==> src/rtl/mdio_pkg.sv <==
package mdio_pkg;
  localparam int DW         = 16;
  localparam int AW         = 5;
  localparam int PRE_LEN    = 32;
  localparam int FRAME_LEN  = 64;
  localparam int RD_RELEASE = 46;  // first bit position left undriven in a read
  localparam int DATA_START = 48;
  localparam int WR_BIT     = 14;
  localparam int RD_BIT     = 13;
  localparam int PHY_LSB    = 8;
  localparam int REG_LSB    = 0;
  localparam int IDX_W      = $clog2(FRAME_LEN);

  localparam logic [1:0] ADDR_CMD   = 2'd0;
  localparam logic [1:0] ADDR_WDATA = 2'd1;
  localparam logic [1:0] ADDR_RDATA = 2'd2;

  typedef struct packed {
    logic          wr;
    logic          rd;
    logic [AW-1:0] phy;
    logic [AW-1:0] regn;
  } cmd_t;

  function automatic cmd_t decode_cmd(input logic [DW-1:0] w);
    cmd_t c;
    c.wr   = w[WR_BIT];
    c.rd   = w[RD_BIT] & ~w[WR_BIT];
    c.phy  = w[PHY_LSB +: AW];
    c.regn = w[REG_LSB +: AW];
    return c;
  endfunction

  function automatic logic [FRAME_LEN-1:0] build_frame(input logic rd, input logic [AW-1:0] phy,
                                                       input logic [AW-1:0] regn,
                                                       input logic [DW-1:0] d);
    return {{PRE_LEN{1'b1}}, 2'b01, (rd ? 2'b10 : 2'b01), phy, regn,
            (rd ? 2'b11 : 2'b10), (rd ? {DW{1'b1}} : d)};
  endfunction
endpackage

==> src/rtl/mdio_clk_div.sv <==
module mdio_clk_div #(
  parameter int HALF_CYC = 2
) (
  input  logic clk_i,
  input  logic rst_ni,
  input  logic en_i,
  output logic mdc_o,
  output logic rise_o,
  output logic fall_o
);
  localparam int CW = $clog2(HALF_CYC + 1);

  logic [CW-1:0] cnt_q;
  logic          mdc_q;
  logic          tick;

  assign tick   = en_i && (cnt_q == CW'(HALF_CYC - 1));
  assign rise_o = tick & ~mdc_q;
  assign fall_o = tick & mdc_q;
  assign mdc_o  = mdc_q;

  always_ff @(posedge clk_i or negedge rst_ni) begin
    if (!rst_ni) begin
      cnt_q <= '0;
      mdc_q <= 1'b0;
    end else if (!en_i) begin
      cnt_q <= '0;
      mdc_q <= 1'b0;
    end else if (tick) begin
      cnt_q <= '0;
      mdc_q <= ~mdc_q;
    end else begin
      cnt_q <= cnt_q + 1'b1;
    end
  end

  assert_mdc_idle_R6: assert property (@(posedge clk_i) disable iff (!rst_ni)
    !en_i |=> !mdc_o);
  assert_edge_excl_R6: assert property (@(posedge clk_i) disable iff (!rst_ni)
    !(rise_o && fall_o));
endmodule

==> src/rtl/mdio_frame_eng.sv <==
module mdio_frame_eng
  import mdio_pkg::*;
(
  input  logic          clk_i,
  input  logic          rst_ni,
  input  logic          start_i,
  input  logic          is_rd_i,
  input  logic [AW-1:0] phy_i,
  input  logic [AW-1:0] reg_i,
  input  logic [DW-1:0] wdata_i,
  input  logic          rise_i,
  input  logic          fall_i,
  input  logic          mdio_i,
  output logic          active_o,
  output logic          done_o,
  output logic [DW-1:0] cap_o,
  output logic          mdio_o,
  output logic          mdio_oe_o
);
  logic                 active_q, rd_q;
  logic [IDX_W-1:0]     idx_q;
  logic [FRAME_LEN-1:0] sh_q;
  logic [DW-1:0]        cap_q;
  logic                 last;

  assign last      = (idx_q == IDX_W'(FRAME_LEN - 1));
  assign done_o    = active_q & fall_i & last;
  assign active_o  = active_q;
  assign cap_o     = cap_q;
  assign mdio_o    = active_q ? sh_q[FRAME_LEN-1] : 1'b1;
  assign mdio_oe_o = active_q && (!rd_q || (idx_q < IDX_W'(RD_RELEASE)));

  always_ff @(posedge clk_i or negedge rst_ni) begin
    if (!rst_ni) begin
      active_q <= 1'b0;
      rd_q     <= 1'b0;
      idx_q    <= '0;
      sh_q     <= '0;
      cap_q    <= '0;
    end else if (!active_q) begin
      if (start_i) begin
        active_q <= 1'b1;
        rd_q     <= is_rd_i;
        idx_q    <= '0;
        sh_q     <= build_frame(is_rd_i, phy_i, reg_i, wdata_i);
      end
    end else begin
      if (rise_i && rd_q && (idx_q >= IDX_W'(DATA_START)))
        cap_q <= {cap_q[DW-2:0], mdio_i};
      if (fall_i) begin
        sh_q <= {sh_q[FRAME_LEN-2:0], 1'b0};
        if (last) active_q <= 1'b0;
        else      idx_q    <= idx_q + 1'b1;
      end
    end
  end

  assert_start_idle_R7: assert property (@(posedge clk_i) disable iff (!rst_ni)
    start_i |-> !active_q);
  assert_mdio_on_fall_R6: assert property (@(posedge clk_i) disable iff (!rst_ni)
    (active_q && $past(active_q) && !$past(fall_i)) |-> $stable(mdio_o));
endmodule

==> src/rtl/mdio_cmd_ctrl.sv <==
module mdio_cmd_ctrl
  import mdio_pkg::*;
#(
  parameter int MDC_HALF = 2
) (
  input  logic          clk_i,
  input  logic          rst_ni,
  input  logic          reg_we_i,
  input  logic [1:0]    reg_addr_i,
  input  logic [DW-1:0] reg_wdata_i,
  output logic [DW-1:0] reg_rdata_o,
  output logic          mdc_o,
  output logic          mdio_o,
  output logic          mdio_oe_o,
  input  logic          mdio_i
);
  logic          wr_busy_q, rd_busy_q, busy;
  logic [AW-1:0] phy_q, reg_q;
  logic [DW-1:0] wdata_q, rdata_q, cap;
  logic          cmd_we, accept, start, done, active, rise, fall;
  cmd_t          cmd;
  logic [DW-1:0] cmd_view;

  assign cmd    = decode_cmd(reg_wdata_i);
  assign busy   = wr_busy_q | rd_busy_q;
  assign cmd_we = reg_we_i && (reg_addr_i == ADDR_CMD);
  assign accept = cmd_we && !busy;
  assign start  = accept && (cmd.wr || cmd.rd);

  always_ff @(posedge clk_i or negedge rst_ni) begin
    if (!rst_ni) begin
      wr_busy_q <= 1'b0;
      rd_busy_q <= 1'b0;
      phy_q     <= '0;
      reg_q     <= '0;
      wdata_q   <= '0;
      rdata_q   <= '0;
    end else begin
      if (reg_we_i && (reg_addr_i == ADDR_WDATA)) wdata_q <= reg_wdata_i;
      if (accept) begin
        wr_busy_q <= cmd.wr;
        rd_busy_q <= cmd.rd;
        phy_q     <= cmd.phy;
        reg_q     <= cmd.regn;
      end else if (done) begin
        wr_busy_q <= 1'b0;
        rd_busy_q <= 1'b0;
        if (rd_busy_q) rdata_q <= cap;
      end
    end
  end

  always_comb begin
    cmd_view                 = '0;
    cmd_view[WR_BIT]         = wr_busy_q;
    cmd_view[RD_BIT]         = rd_busy_q;
    cmd_view[PHY_LSB +: AW]  = phy_q;
    cmd_view[REG_LSB +: AW]  = reg_q;
    case (reg_addr_i)
      ADDR_CMD:   reg_rdata_o = cmd_view;
      ADDR_WDATA: reg_rdata_o = wdata_q;
      ADDR_RDATA: reg_rdata_o = rdata_q;
      default:    reg_rdata_o = '0;
    endcase
  end

  mdio_clk_div #(.HALF_CYC(MDC_HALF)) i_div (
    .clk_i  (clk_i),
    .rst_ni (rst_ni),
    .en_i   (active),
    .mdc_o  (mdc_o),
    .rise_o (rise),
    .fall_o (fall)
  );

  mdio_frame_eng i_eng (
    .clk_i     (clk_i),
    .rst_ni    (rst_ni),
    .start_i   (start),
    .is_rd_i   (cmd.rd),
    .phy_i     (cmd.phy),
    .reg_i     (cmd.regn),
    .wdata_i   (wdata_q),
    .rise_i    (rise),
    .fall_i    (fall),
    .mdio_i    (mdio_i),
    .active_o  (active),
    .done_o    (done),
    .cap_o     (cap),
    .mdio_o    (mdio_o),
    .mdio_oe_o (mdio_oe_o)
  );

  assert_one_op_R8: assert property (@(posedge clk_i) disable iff (!rst_ni)
    !(wr_busy_q && rd_busy_q));
  assert_done_clear_R5: assert property (@(posedge clk_i) disable iff (!rst_ni)
    done |=> !busy);
  assert_ignore_busy_R7: assert property (@(posedge clk_i) disable iff (!rst_ni)
    (busy && cmd_we && !done) |=> $stable(phy_q) && $stable(reg_q) && busy);
  assert_rdata_hold_R4: assert property (@(posedge clk_i) disable iff (!rst_ni)
    !(done && rd_busy_q) |=> $stable(rdata_q));
  assert_busy_tracks_engine_R5: assert property (@(posedge clk_i) disable iff (!rst_ni)
    busy |-> active);
endmodule

==> config.mk <==
export PLATFORM = sky130hd
export DESIGN_NAME = mdio_cmd_ctrl
export DESIGN_NICKNAME = d
export VERILOG_FILES = /design/src/rtl/mdio_pkg.sv /design/src/rtl/mdio_clk_div.sv /design/src/rtl/mdio_frame_eng.sv /design/src/rtl/mdio_cmd_ctrl.sv
export SDC_FILE = /design/constraint.sdc
export NUM_CORES = 1
export LEC_CHECK = 0
export BUFFER_PORTS_ARGS = -buffer_cell sky130_fd_sc_hd__buf_4
export CORE_UTILIZATION = 50
export CTS_CLUSTER_SIZE = 28
export DETAILED_ROUTE_END_ITERATION = 16
export PLACE_DENSITY = 0.68
export SLEW_MARGIN = 10
export SYNTH_ARGS = -nofsm -noshare
export SYNTH_HDL_FRONTEND = slang
export SYNTH_SLANG_ARGS = --single-unit
==> constraint.sdc <==
create_clock -name clk_i -period 2.1 [get_ports clk_i]
set_input_delay 0.105 -clock clk_i [delete_from_list [all_inputs] [get_ports clk_i]]
set_output_delay 0.105 -clock clk_i [all_outputs]
set_load 0.03 [all_outputs]
==> impl_results.md <==
* Fmax at 525 MHz
* Rows at 38
* Async SR Flop Fraction at between 90% and 100%
* Remaining DRCs at 0
* I/O Pins at 41
* N_diodes at 0
* Post-route cell area at 0.00707 sq mm
* Sequential Power Share at a little under half
* Status: finished clean
* Maxcap violations at 0
* Critical path required time at 2.41 ns
* Drt first-iter violations at 250
* Worst Setup Start Kind: register
* Cell family with most CP delay: simple AND/OR/NAND/NOR gates
* Max clock buf depth at 2
* Clock power share at 48.5%
* Number of synthesized register bits at 135
* Setup TNS at 0 ns
* Num CTS Buffers at 17
* Primary FF master, synth: dfrtp_1
* Crit Path Class: reg -> reg
* Final wirelength at between 10000 and 15000 microns
* Skew final at 0.00646 ns
* Top-area cell type share of the netlist area at roughly three fifths
* Leakage at 3.40 nW
* Crit-path cells: ha_1, nand3_2, nor3_2, nand2_2, mux2_4
* Placed cell area at 0.00629 sq mm
* Comb pwr share at 6.3%
* Core area at 0.0111 sq mm
* VDD IR max at 1.09 mV
* Crit path depth at 5
* Clock root buffer: clkbuf_16
* Initial core utilization at between 50% and 60%
* Worst-Skew Late Latency at 0.42 ns
* Worst hold slack at 0.253 ns
* Via density at 5.69
* GRT Total Usage at 22.4%
* Syn Std Cell Area at 0.00581 sq mm
* Setup violators final at 0
* Avg Inst Size Synth at 12.6 sq um
* Critical path peak fanout at 16
* CTS clk-pin slew, worst paths at ~0.060 ns
* Worst setup startpoint: i_eng.idx_q[1]
* R2R depth at 5
* Period Utilization, post-route at 90.7%
* Drt first pass iters at 4
* Area leader, netlist: dfrtp_1
* Pwr dens at between 800 and 900 mW/mm^2
* Post-synth EDFFs at 0
* Nets at around 550
* Slew @ Worst Pin at 0.654 ns
* Max incr delay on CP at roughly 0.42 ns
* Internal power at 4.74 mW
* DR WL/cell at 17.8 microns
* Net Sw Frac at between 20% and 30%
* Vias at 3839
* Slew HR at 56.4%
* Top cells by area, synth: dfrtp_1, mux2_2, o22a_1
* Unique masters post-synth at 46
* Cts repair resizes at 0
* Critical path capture point type: register
* DIE AREA at 0.0121 sq mm
* Hold Vio Cnt, Final at 0
* Detail Placement HPWL at 7690 microns
* Layout cells sized above 1 at between 20% and 30%
* Antenna viol nets, final at 0
* Post-synthesis sequential area ratio at about three fifths
* PortBufs at 40
* Reg2Reg Launch Point: i_eng.idx_q[1]
* P_sw at 1.37 mW
* WP buf/inv at 0
* Die height at 110 microns
* GR Overflow Total at 0
* Count of final max-slew check failures at 0
* First-pass GRT wire length at around 20000 microns
* Synthesized netlist cell count at 460
* H-tree depth at 4
* Critical Path AT at 2.21 ns
* Hold Crit Class: in -> async
* Initial antenna violation count at 0
* Vias in the first global route at a little under 4k
* Unrepaired setup endpoints after global routing: false
* Ys Warns at 0
* Sink Count at between 100 and 150
* Placer Congestion at 0.740
* Final min period at 1.90 ns
* P&R area growth vs syn at 21.6%
* TritonCTS clock tree: yes
* Postcts setup bufs at 0
* Die width at about 110 microns
* Syn Nets at 483
* Finished Core Util at 63.8%
* CP max-delay cell: mux2_4
* Largest net degree at the start of global routing at 50
* Cts hold-fix bufs at 18
-- per-stage QoR --
step / setup slack, ns / total power, mW / cells
4_1_cts: 0.191 / 6.17 / 675
6_report: 0.196 / 6.11 / 675
2_1_floorplan: 0.387 / 2.96 / 460
5_1_grt: 0.0838 / 6.31 / 675
3_5_place_dp: 0.206 / 3.17 / 626
3_3_place_gp: 0.258 / 3.16 / 626
-- flip-flops by register name, summed over array words and instances, names as in the netlist, 2 cells and up --
register / count
i_eng.sh_q: 64
i_eng.cap_o: 16
wdata_q: 16
phy_q: 5
i_eng.idx_q: 6
reg_q: 5
rdata_q: 16
i_div.cnt_q: 2
-- power by group through the flow --
stage,logic (mW),clock network [mW],registers [mW]
finish,0.386,2.96,2.76
global route,0.423,3.13,2.76
CTS,0.391,3.02,2.76
detailed placement,0.364,0,2.80
global placement,0.357,0,2.80
floorplan,0.193,0,2.77
-- layout by cell type (no fill, tap or decap), drive strengths merged, types with 15 or more instances in the layout --
cell / Yosys / final
o22a: 31 / 31
a21oi: 20 / 20
nand2: 52 / 52
clkbuf: 15 / 21
mux2i: 18 / 18
o21ai: 16 / 16
dfrtp: 135 / 135
buf: 16 / 57
mux2: 68 / 68
a211oi: 15 / 15
dlygate4sd3: 0 / 18
o22ai: 15 / 15
-- cell families (layout without fill, tap and decap cells) --
kind of cell    after synthesis  after routing  share of synthesized area (%)
flops                       135            135                           58.2
buf+inv                      38            113                           3.51
mux                          86             86                           16.9
simple gates                 83             83                           7.06
fa+ha+maj                     1              1                          0.215
compound gates              116            116                           14.0
xor+xnor                      1              1                          0.151
-- worst reg2reg max path: cells and delay by family, from the launching register on --
kind / cells / cell delay, ns
flip-flops: 1 / 0.41
adder cells (fa/ha/maj): 1 / 0.23
multiplexers: 1 / 0.43
AND/OR/NAND/NOR: 3 / 0.73
-- worst paths after layout --
| check | to | slack [ns] |
|---|---|---|
| max in group asynchronous | wdata_q[11] | 1.16 |
| hold / removal | i_eng.cap_o[3] | 0.25 |
| min in group clk_i | wdata_q[7] | 0.26 |
| setup reg to reg | rdata_q[12] | 0.20 |
| hold reg to reg | phy_q[1] | 0.47 |
| setup / recovery | rdata_q[12] | 0.20 |
-- cell usage after synthesis, drive strengths merged (3+ instances only) --
library cell,count
o21ai,16
nor2,7
nand2b,4
clkbuf,15
mux2i,18
a211oi,15
nand2,52
o22ai,15
a22o,7
o22a,31
mux2,68
a2bb2oi,3
nand3,3
a21oi,20
a21o,3
inv,7
buf,16
a31oi,3
nor3,4
dfrtp,135
-- area by class of cell --
cell class	count	area, sq um
clock buffer	21	480
clock inverter	10	120
fill	860	4010
inverter	7	26.3
multi-input combinational	287	2230
sequential	135	3380
tap	140	175
timing repair buffer	75	658
-- layer usage --
layer,up-vias,GRT usage (%),part of all wire [%]
li1,1804,-,-
met1,1932,30.0,46
met2,84,34.1,48
met3,19,6.16,3.9
met4,0,9.90,2.0
met5,-,0,0
Note: power is estimated with default switching activity, not from simulation.
